## src/rtl/bwc_pkg.sv

```systemverilog
package bwc_pkg;

    // Window sequencer states
    typedef enum logic [1:0] {
        PH_OFF  = 2'd0,
        PH_OPEN = 2'd1,
        PH_GAP  = 2'd2
    } win_state_e;

endpackage

```

## src/rtl/bwc_window_fsm.sv

```systemverilog
module bwc_window_fsm
    import bwc_pkg::*;
#(
    parameter int PER_W = 10
) (
    input  logic             clk,
    input  logic             rst_n,
    input  logic             clk_en,
    input  logic [PER_W-1:0] width_cfg,
    input  logic [PER_W-1:0] period_cfg,
    output logic             win_open,
    output logic             win_end
);

    localparam logic [PER_W-1:0] ONE = PER_W'(1);

    win_state_e       st_q, st_d;
    logic [PER_W-1:0] ph_q;
    logic [PER_W-1:0] w_q;
    logic [PER_W-1:0] gap_q;
    logic [PER_W-1:0] gap_new;
    logic             load;
    logic             open_last;
    logic             gap_last;

    // The gap is at least one cycle, so a high-to-low edge always occurs
    assign gap_new   = (period_cfg > width_cfg) ? (period_cfg - width_cfg) : ONE;
    assign open_last = (ph_q == (w_q - ONE));
    assign gap_last  = (ph_q == (gap_q - ONE));

    // Next-state logic
    always_comb begin
        st_d = st_q;
        load = 1'b0;
        unique case (st_q)
            PH_OFF: begin
                if (clk_en && (width_cfg != '0)) begin
                    st_d = PH_OPEN;   // start
                    load = 1'b1;
                end
            end
            PH_OPEN: begin
                if (clk_en && open_last) begin
                    st_d = PH_GAP;    // close
                end
            end
            PH_GAP: begin
                if (clk_en && gap_last) begin
                    if (width_cfg != '0) begin
                        st_d = PH_OPEN;   // reopen
                        load = 1'b1;
                    end else begin
                        st_d = PH_OFF;    // stop
                    end
                end
            end
            default: st_d = PH_OFF;
        endcase
    end

    // State register with phase counter and the settings latched at window start
    always_ff @(posedge clk or negedge rst_n) begin
        if (!rst_n) begin
            st_q  <= PH_OFF;
            ph_q  <= '0;
            w_q   <= ONE;
            gap_q <= ONE;
        end else begin
            st_q <= st_d;
            if (st_d != st_q) begin
                ph_q <= '0;
            end else if (clk_en && (st_q != PH_OFF)) begin
                ph_q <= ph_q + ONE;
            end
            if (load) begin
                w_q   <= width_cfg;
                gap_q <= gap_new;
            end
        end
    end

    // Outputs
    always_comb begin
        win_open = 1'b0;
        win_end  = 1'b0;
        unique case (st_q)
            PH_OFF:  win_open = 1'b0;
            PH_OPEN: begin
                win_open = 1'b1;
                win_end  = clk_en && open_last;
            end
            PH_GAP:  win_open = 1'b0;
            default: win_open = 1'b0;
        endcase
    end

endmodule

```

## src/rtl/bwc_sat_counter.sv

```systemverilog
module bwc_sat_counter #(
    parameter int CNT_W = 8
) (
    input  logic             clk,
    input  logic             rst_n,
    input  logic             inc,
    input  logic             clear,
    output logic [CNT_W-1:0] cnt_q,
    output logic [CNT_W-1:0] cnt_nxt
);

    localparam logic [CNT_W-1:0] CNT_MAX = {CNT_W{1'b1}};

    // The next value includes the current cycle, so a capture taken from it keeps the last bit
    assign cnt_nxt = (inc && (cnt_q != CNT_MAX)) ? (cnt_q + CNT_W'(1)) : cnt_q;

    always_ff @(posedge clk or negedge rst_n) begin
        if (!rst_n) begin
            cnt_q <= '0;
        end else if (clear) begin
            cnt_q <= '0;
        end else begin
            cnt_q <= cnt_nxt;
        end
    end

endmodule

```

## src/rtl/bwc_capture.sv

```systemverilog
module bwc_capture #(
    parameter int CNT_W = 8
) (
    input  logic             clk,
    input  logic             rst_n,
    input  logic             win_end,
    input  logic [CNT_W-1:0] cap_val,
    input  logic             irq_ack,
    output logic [CNT_W-1:0] count_out,
    output logic             irq,
    output logic             overrun
);

    always_ff @(posedge clk or negedge rst_n) begin
        if (!rst_n) begin
            count_out <= '0;
            irq       <= 1'b0;
            overrun   <= 1'b0;
        end else begin
            if (win_end) begin
                count_out <= cap_val;
            end
            if (win_end) begin
                irq <= 1'b1;
            end else if (irq_ack) begin
                irq <= 1'b0;
            end
            if (win_end && irq && !irq_ack) begin
                overrun <= 1'b1;
            end else if (irq_ack) begin
                overrun <= 1'b0;
            end
        end
    end

endmodule

```

## src/rtl/bitstream_window_counter.sv

```systemverilog
module bitstream_window_counter #(
    parameter int PER_W = 10,
    parameter int CNT_W = 8
) (
    input  logic             clk,
    input  logic             rst_n,
    input  logic             clk_en,
    input  logic             bit_in,
    input  logic [PER_W-1:0] width_cfg,
    input  logic [PER_W-1:0] period_cfg,
    input  logic             irq_ack,
    output logic             win_open,
    output logic [CNT_W-1:0] count_out,
    output logic             irq,
    output logic             overrun
);

    logic             win_end;
    logic             cnt_inc;
    logic [CNT_W-1:0] cnt_val;
    logic [CNT_W-1:0] cnt_nxt;

    bwc_window_fsm #(.PER_W(PER_W)) u_fsm (
        .clk        (clk),
        .rst_n      (rst_n),
        .clk_en     (clk_en),
        .width_cfg  (width_cfg),
        .period_cfg (period_cfg),
        .win_open   (win_open),
        .win_end    (win_end)
    );

    // Gated enable: stream AND window AND clock enable
    assign cnt_inc = clk_en & win_open & bit_in;

    bwc_sat_counter #(.CNT_W(CNT_W)) u_cnt (
        .clk     (clk),
        .rst_n   (rst_n),
        .inc     (cnt_inc),
        .clear   (win_end),
        .cnt_q   (cnt_val),
        .cnt_nxt (cnt_nxt)
    );

    bwc_capture #(.CNT_W(CNT_W)) u_cap (
        .clk       (clk),
        .rst_n     (rst_n),
        .win_end   (win_end),
        .cap_val   (cnt_nxt),
        .irq_ack   (irq_ack),
        .count_out (count_out),
        .irq       (irq),
        .overrun   (overrun)
    );

endmodule

```

## config.mk

```make
export PLATFORM = sky130hd
export DESIGN_NAME = bitstream_window_counter
export DESIGN_NICKNAME = d
export VERILOG_FILES = /design/src/rtl/bwc_pkg.sv /design/src/rtl/bwc_window_fsm.sv /design/src/rtl/bwc_sat_counter.sv /design/src/rtl/bwc_capture.sv /design/src/rtl/bitstream_window_counter.sv
export SDC_FILE = /design/constraint.sdc
export NUM_CORES = 1
export LEC_CHECK = 0
export CAP_MARGIN = 25
export CELL_PAD_IN_SITES_DETAIL_PLACEMENT = 2
export CELL_PAD_IN_SITES_GLOBAL_PLACEMENT = 2
export CORE_UTILIZATION = 36
export DETAILED_ROUTE_END_ITERATION = 8
export GPL_ROUTABILITY_DRIVEN = 1
export PLACE_DENSITY = 0.88
export REMOVE_ABC_BUFFERS = 1
export SETUP_SLACK_MARGIN = 0.15
export SYNTH_ARGS = -nofsm -noshare
export SYNTH_HDL_FRONTEND = slang
export SYNTH_SLANG_ARGS = --single-unit
```

## constraint.sdc

```tcl
create_clock -name clk -period 2.8 [get_ports clk]
set_input_delay 0.7 -clock clk [delete_from_list [all_inputs] [get_ports clk]]
set_output_delay 0.7 -clock clk [all_outputs]
set_load 0.03 [all_outputs]
```

## Word-level counts from Yosys, hierarchy flattened

Index checks and enable logic that the tools add are counted.

| operators by class | value |
|---|---|
| add/sub/neg operators | 5 |
| magnitude comparators | 1 |
| eq/ne operators | 6 |
| multiplexer cells | 19 |
| bitwise logic cells | 2 |
| reduce and logical (&&, ||, !) cells | 14 |

Operator list:

| kind | number |
|---|---|
| 10-bit 2-to-1 mux | 3 |
| 10-bit == test | 2 |
| 10-bit by 1-bit subtractor with 10-bit output, second input constant | 2 |
| 8-bit 2-to-1 mux | 2 |
| 10-bit by 1-bit adder with 10-bit output, second input constant | 1 |
| 10-bit > comparator | 1 |
| 10-bit nonzero test | 1 |
| 10-bit subtractor | 1 |
| 1-bit 2-to-1 mux | 9 |
| 8-bit by 1-bit adder with 8-bit output, second input constant | 1 |
| 8-bit != test, second input constant | 1 |
| 2-bit nonzero test | 4 |
| 1-bit logical AND | 7 |
| 2-bit 2-to-1 mux | 3 |
| 2-bit case mux with 3 select lines | 1 |
| 1-bit bitwise AND | 2 |
| 2-bit by 1-bit == test with 1-bit output, second input constant | 1 |
| 2-bit == test, second input constant | 1 |
| 2-bit zero test | 1 |
| 2-bit != test | 1 |
| 1-bit case mux with 2 select lines | 1 |
| 1-bit zero test | 1 |

| word-level totals | value |
|---|---|
| flip-flop bits (word level) | 50 |
| input bits | 25 |
| output and inout port bits | 11 |
| word-level logic and storage cells | 55 |

## Logic depth before layout (Yosys ltp)

Gate-level depths: netlist of the first run.

| depth | value |
|---|---|
| depth after elaboration | 7 |
| depth in mapped cells | 11 |
| depth with buffers taken out | 10 |

## By module

From an unflattened synthesis of the first run, not the netlist that was laid out.

| second synthesis, totals | value |
|---|---|
| cells, all modules | 385 |
| area, all modules | 3788.6 um^2 |

By module, submodules not included:

| module | times used | cells an instance | area each (um^2) | sequential area each (um^2) |
|---|---|---|---|---|
| bwc_window_fsm | 1 | 304 | 2806.4 | 803.3 |
| bwc_sat_counter | 1 | 57 | 573.0 | 200.2 |
| bwc_capture | 1 | 23 | 402.9 | 250.2 |
| bitstream_window_counter | 1 | 1 | 6.3 | 0.0 |

## Worst setup path before layout of the first run

No wires, ideal clock.

| timing path | value |
|---|---|
| path type | flip-flop to flip-flop |
| start | reg u_fsm.w_q[1] |
| end | reg u_cap.count_out[7] |
| setup time | 0.079 ns |
| arrival time | 2.369 ns |
| required time | 2.721 ns |
| path slack | 0.352 ns |
| cell stages (with the launch flop) | 11 |
| buffers on the path | 2 |
| period minus slack after synthesis | 2.448 ns |
| cell sequence | dfrtp_1 > inv_1 > ha_1 > nor2b_1 > nand2_1 > or4_1 > a32o_1 > nor4b_2 > buf_6 > buf_8 > mux2i_1 |

| on the way | value |
|---|---|
| longest elaborated chain between the ends | 4 |

Ends and longest elaborated chain:

| item | line | source |
|---|---|---|
| start: declaration | bwc_window_fsm.sv:19 | `logic [PER_W-1:0] w_q;` |
| start signal: assignment | bwc_window_fsm.sv:76 | `w_q <= width_cfg;` |
| 10-bit by 1-bit subtractor with 10-bit output | bwc_window_fsm.sv:28 | `assign open_last = (ph_q == (w_q - ONE));` |
| 10-bit == test | bwc_window_fsm.sv:28 |  |
| 1-bit logical AND | bwc_window_fsm.sv:90 | `win_end = clk_en && open_last;` |
| 1-bit 2-to-1 mux | bwc_window_fsm.sv:86 | `unique case (st_q)` |
| end signal: assignment | bwc_capture.sv:21 | `count_out <= cap_val;` |
| end: declaration | bwc_capture.sv:9 | `output logic [CNT_W-1:0] count_out,` |

No other way between the ends.
A chain may end at the register's enable or synchronous reset.

## Worst setup path after layout of the first run

| timing path | value |
|---|---|
| start | reg u_fsm.w_q[4] |
| end | reg u_cap.irq |

| on the way | value |
|---|---|
| longest elaborated chain between the ends | 5 |
| elaborated cells on any way between the ends | 6 |
| classes of those cells | add/sub (1); eq/ne (1); mux (2); reduce/logical (2) |

Ends and longest elaborated chain:

| item | line | source |
|---|---|---|
| 10-bit by 1-bit subtractor with 10-bit output (*) | bwc_window_fsm.sv:28 |  |
| 10-bit == test (*) | bwc_window_fsm.sv:28 |  |
| 1-bit logical AND (*) | bwc_window_fsm.sv:90 |  |
| 1-bit 2-to-1 mux (*) | bwc_window_fsm.sv:86 |  |
| 1-bit 2-to-1 mux / 2-bit nonzero test (equally long branches) | n/a |  |
| end signal: assignment | bwc_capture.sv:17 | `irq <= 1'b0;` |
| end signal: assignment | bwc_capture.sv:24 | `irq <= 1'b1;` |
| end signal: assignment | bwc_capture.sv:26 | `irq <= 1'b0;` |
| end: declaration | bwc_capture.sv:10 | `output logic irq,` |

Mark *: on every way between the ends. The rest lies on a longest branch, timed or not.

==> results of run 1 <==
==> logic make-up after synthesis <==
| family | after synthesis | share of synthesized area |
|---|---|---|
| AO/OA/AOI/OAI | 77 | 0.151 |
| XOR/XNOR | 46 | 0.117 |
| adder cells (fa/ha/maj) | 15 | 0.0568 |
| buffers and inverters | 51 | 0.0652 |
| flip-flops | 50 | 0.365 |
| multiplexers | 11 | 0.0324 |
| AND/OR/NAND/NOR | 131 | 0.213 |
==> cell usage in the layout, fill, tap and decap left out, types with 5 or more instances in the layout <==
| master | count |
|---|---|
| buf_4 | 36 |
| o31ai_2 | 5 |
| nor2_1 | 22 |
| xnor2_1 | 26 |
| clkdlybuf4s50_1 | 30 |
| inv_1 | 27 |
| o21ai_0 | 16 |
| nand2_1 | 9 |
| clkbuf_8 | 5 |
| nand4_1 | 10 |
| dfrtp_1 | 44 |
| mux2i_1 | 9 |
| nor3_1 | 8 |
| a21oi_1 | 19 |
| inv_2 | 5 |
| ha_1 | 8 |
| xor2_1 | 20 |
| nand2b_1 | 9 |
| nand3_1 | 31 |
| nor2b_1 | 7 |
==> state kept, by name (all words and copies together) (netlist names) <==
signal and cells:
u_cnt.cnt_q 8, u_cap.irq 1, u_fsm.st_q 2, u_fsm.gap_q 10
u_fsm.ph_q 10, u_fsm.w_q 10, u_cap.overrun 1, u_cap.count_out 8
==> layout make-up <==
class	instances	area, µm²	share of cell area
well taps	129	161	0.0353
clock inverters	3	40.0	0.00875
multi-input cells	281	2180	0.476
clock buffers	5	68.8	0.0150
repair buffers	77	747	0.163
flip-flops and latches	50	1260	0.275
inverters	32	120	0.0263
==> layer usage <==
metal	part of all wire	wire (µm)	global-route usage
met3	0.027	386	0.0330
met2	0.54	7730	0.481
met1	0.40	5730	0.274
met5	0	0	0
met4	0.024	342	0.0848
==> per-stage QoR <==
step                      area, µm²  setup slack [ns]
after global routing           4570           0.00251
after floorplan                3330            -0.367
after global placement         4060           -0.0897
after CTS                      4270             0.115
final                          4570             0.121
after detailed placement       4060            -0.280
==> worst min path at each step <==
| stage | from | to | slack [ns] | depth (start not counted) |
|---|---|---|---|---|
| finish | rst_n | u_fsm.w_q[8] | 0.40 | 1 |
| global route | rst_n | u_fsm.w_q[2] | 0.45 | 1 |
| CTS | rst_n | u_fsm.w_q[2] | 0.41 | 1 |
| detailed placement | u_cap.overrun | u_cap.overrun | 0.52 | 1 |
| global placement | u_cap.overrun | u_cap.overrun | 0.50 | 1 |
| floorplan | rst_n | u_cap.count_out[0] | 0.40 | 0 |
==> worst reg2reg max path: stages (launching register included) <==
cell      delay [ns]
dfrtp_2         0.46
or4_4           0.60
o311ai_1        0.29
a21oi_1         0.14
o211ai_2        0.25
nor4b_4         0.07
buf_4           0.18
buf_12          0.14
buf_12          0.12
or2_2           0.29
==> power by group <==
part	total [mW]	switching, mW	internal (mW)
Sequential	1.39	0.410	0.980
Combinational	2.08	1.16	0.927
Clock	0.542	0.278	0.264
Total	4.02	1.85	2.17
==> repair_timing <==
action / 4_1_cts / 5_1_grt
cloned: 1 / 2
buffers inserted: 2 / 13
setup endpoints to repair: 39 / 46
pin swaps: 5 / 20
gates resized for setup: 14 / 39
==> qor.yml, run 1 <==
floorplanning:
  design.die.area_um2: 9940
  die_h_um: 99.7
  ioPinCount: 36
  floorplan.initialDensity: 0.372
  placement_rows: 35
  core_um2: 9240
  die_w_um: 99.7
cts:
  numCtsBuffers: 5
  cts_max_level: 2
  cts_root_buffer: "clkbuf_8"
  cts_tree: "built"
  postCtsHoldBufs: 0
  clock-sinks: 50
  clkSlewWorstSetupHoldPaths_ns: 0.11
  clockBufferDepth: 2
  clock_latency_ns: 0.33
layout:
  nFillCells: 984
  fin_cells: 577
  antenna_cells: 0
  drive_gt1_frac: 0.232
  nets: 487
  final_core_util: 0.495
  area_growth_pct: 33.1
yosys:
  yosys_warnings: 0
  synthArstFlopShare: 1.00
  synth-seq-area-share: 0.365
  syn_avg_cell_area_um2: 9.02
  yosysMostFrequentCell: "dfrtp_1"
  synth_flop_cell: "dfrtp_1"
  postSynthCellCount: 381
  synth_area_um2: 3440
  synth_top_area_share: 0.349
  ys_top_cells_by_area: "dfrtp_1 35%, xnor2_1 6.6%, ha_1 5.1%, xor2_1 5.1%, nand3_1 4.5%"
  ys_top_cells_by_count: "48 x dfrtp_1, 32 x inv_1, 31 x nand3_1"
  synth_edf_count: 0
  synth_seq_cells: 50
  synth_top_cell_by_area: "dfrtp_1"
  synth_cell_types: 61
place:
  port_buffers: 35
  placedCellCount: 551
  place_hpwl_mm: 8.63
  gp_congestion: 0.893
timing:
  rsz0062_at_grt: "yes"
  post-route-period-util: 0.957
  finalHoldViolCount: 0
  tightest_slew_ns: 0.692
  holdWs_ns: 0.397
  max_freq_ghz: 0.373
  finalSetupTns_ns: 0
  fin_worst_skew_ns: 0.0159
  max_slew_margin: 0.534
  finalSetupViolCount: 0
  fin_crit_ns: 2.68
  slew_viol_final: 0
detailed_routing:
  drc: 0
  routedWlPerCell_um: 24.6
  drtIter0Drc: 156
  wl_mm: 14.2
  route.vias.total: 3340
  ant_nets: 0
  dr.pass1.iters: 4
  vias_per_cell: 5.79
global_route:
  track_usage: 0.248
  gr-total-overflow: 0
  grt_pass1_vias: 3562
  grt_max_degree: 27
  grt_antenna_before_repair: 0
  grt_pass1_wl_mm: 19.0
critical_path:
  cp-start-kind: "register"
  reg2reg_from: "u_fsm.w_q[4]"
  cp_common_cell: "buf_12"
  path_depth: 9
  cp_slowest_cell: "or4_4"
  path_class: "reg -> reg"
  r2r_cells: 9
  cp_data_arrival_time_ns: 2.88
  crit_required_ns: 3.00
  critPathCaptureType: "register"
  r2r-end: "u_cap.irq"
  reg2reg_slack_ns: 0.12
  crit_chain: "or4_4, o311ai_1, a21oi_1, o211ai_2, nor4b_4, buf_4, buf_12, buf_12, or2_2"
  critical_path_buf_inv_count: 3
  cpPeakStageDelay_ns: 0.60
  critPathMaxFanout: 5
  critPathTopFamily: "simple AND/OR/NAND/NOR gates"
  crit_start: "u_fsm.w_q[4]"
  crit_end: "u_cap.irq"
run:
  drv_cap: 0
pwr:
  total_power_mw: 4.02
  leakagePower_nw: 1.95
  ir_drop_mv: 0.287
  power_density_nw_per_um2: 878
worst_hold_path:
  hold_class: "in -> async"
run_status:
  status: "finished, final reports clean"
(Power assumes the default switching activity.)
==> inputs of run 2 (changes only) <==
--- a/config.mk
+++ b/config.mk
@@ -11,7 +11,7 @@
 export CORE_UTILIZATION = 36
 export DETAILED_ROUTE_END_ITERATION = 8
 export GPL_ROUTABILITY_DRIVEN = 1
-export PLACE_DENSITY = 0.88
+export PLACE_DENSITY = 0.79
 export REMOVE_ABC_BUFFERS = 1
 export SETUP_SLACK_MARGIN = 0.15
 export SYNTH_ARGS = -nofsm -noshare
==> qor.yml, run 2 (synthesis results as in run 1) <==
pwr:
  total_power_mw: 3.90
  leakagePower_nw: 2.02
  ir_drop_mv: 0.282
  power_density_nw_per_um2: 841
global_route:
  track_usage: 0.251
  grt_pass1_wl_mm: 19.2
  gr-total-overflow: 0
  grt_antenna_before_repair: 0
  grt_pass1_vias: 3583
  grt_max_degree: 29
detailed_routing:
  dr.pass1.iters: 4
  route.vias.total: 3248
  drtIter0Drc: 96
  wl_mm: 12.7
  ant_nets: 0
  drc: 0
  vias_per_cell: 5.54
  routedWlPerCell_um: 21.7
timing:
  fin_worst_skew_ns: 0.00952
  finalHoldViolCount: 0
  slew_viol_final: 0
  finalSetupTns_ns: 0
  tightest_slew_ns: 0.699
  fin_crit_ns: 2.70
  max_freq_ghz: 0.370
  max_slew_margin: 0.534
  finalSetupViolCount: 0
  post-route-period-util: 0.965
critical_path:
  cp_slowest_cell: "dfstp_2"
  cp-start-kind: "register"
  cp_data_arrival_time_ns: 2.90
  critPathMaxFanout: 9
  cp_common_cell: "buf_4"
  path_class: "reg -> reg"
  crit_chain: "inv_2, ha_4, nor2b_4, buf_4, nor3b_2, o2111ai_1, a32o_2, nor4b_4, buf_4, bufbuf_16, nor2_1"
  cpPeakStageDelay_ns: 0.61
  crit_required_ns: 3.00
  critPathTopFamily: "simple AND/OR/NAND/NOR gates"
  critPathCaptureType: "register"
  critical_path_buf_inv_count: 4
run:
  drv_cap: 0
floorplanning:
  design.die.area_um2: 9940
  placement_rows: 35
  core_um2: 9240
  die_w_um: 99.7
  floorplan.initialDensity: 0.372
  ioPinCount: 36
  die_h_um: 99.7
layout:
  fin_area_um2: 4640
  fin_cells: 586
  area_growth_pct: 35.0
  nFillCells: 964
  nets: 496
  antenna_cells: 0
  layout_commonest_cell: "buf_4"
  seqCellArea_um2: 1260
  final_cell_mix: "46 x buf_4, 44 x dfrtp_1, 30 x nand3_1"
  multi_input_area_um2: 2140
  reg.largest.list: "u_fsm.gap_q x10, u_fsm.ph_q x10, u_fsm.w_q x10"
  drive_gt1_frac: 0.256
place:
  placedCellCount: 558
  gp_congestion: 0.914
  place_hpwl_mm: 8.70
  port_buffers: 35
  postPlaceCellArea_um2: 4130
cts:
  clkSlewWorstSetupHoldPaths_ns: 0.10
  postCtsHoldBufs: 0
  numCtsBuffers: 5
  clock-sinks: 50
  cts_root_buffer: "clkbuf_8"
  clock_latency_ns: 0.32
  clockBufferDepth: 2
  cts_tree: "built"
  cts_max_level: 2
worst_hold_path:
  hold_class: "in -> async"
run_status:
  status: "finished, final reports clean"
## run 2: layout make-up
class / count / area share
multi-input combinational: 280 / 0.461
sequential: 50 / 0.271
timing repair buffer: 87 / 0.183
tap: 129 / 0.0348
inverter: 32 / 0.0259
clock buffer: 5 / 0.0148
clock inverter: 3 / 0.00971
## run 2: path summary, 6_finish.rpt
| path | slack [ns] | to | depth (start not counted) | from |
|---|---|---|---|---|
| worst max-delay path | 0.1 | u_cnt.cnt_q[7] | 11 | u_fsm.w_q[0] |
| worst min-delay path | 0.42 | u_fsm.ph_q[8] | 1 | rst_n |
| worst min register to register | 0.53 | u_cap.count_out[3] | 2 | u_cap.count_out[3] |
| min in group clk | 0.53 | u_cap.count_out[3] | 2 | u_cap.count_out[3] |
| worst max register to register | 0.1 | u_cnt.cnt_q[7] | 11 | u_fsm.w_q[0] |
| max in group asynchronous | 1.82 | u_cap.irq | 2 | rst_n |
## run 2: layer usage
layer,vias to the layer above,global-route usage,part of all wire
met3,22,0.0239,0.021
met1,1655,0.286,0.40
li1,1501,-,-
met4,0,0.0747,0.019
met2,70,0.490,0.56
met5,-,0,0
## run 2: stage by stage
step | worst slack, ns | utilization | hold slack, ns
after floorplan | -0.367 | - | 0.404
after global placement | -0.205 | 0.447 | 0.494
after detailed placement | -0.383 | 0.447 | 0.519
after CTS | 0.139 | 0.481 | 0.434
after global routing | -0.00617 | 0.502 | 0.458
final | 0.0976 | 0.502 | 0.418
## run 2: timing repair
item                       in CTS  in global routing
setup buffers                   5                 12
setup endpoints to repair      39                 38
gates resized for setup        24                 35
hold endpoints to repair        0                  0
cloned                          3                  0
pin swaps                       4                 11
## run 2: power breakdown
part           total, mW  switching [mW]  internal (mW)  leakage (nW)
Clock              0.533           0.267          0.266        0.0504
Combinational       2.01            1.06          0.949          1.36
Sequential          1.35           0.374          0.981         0.609
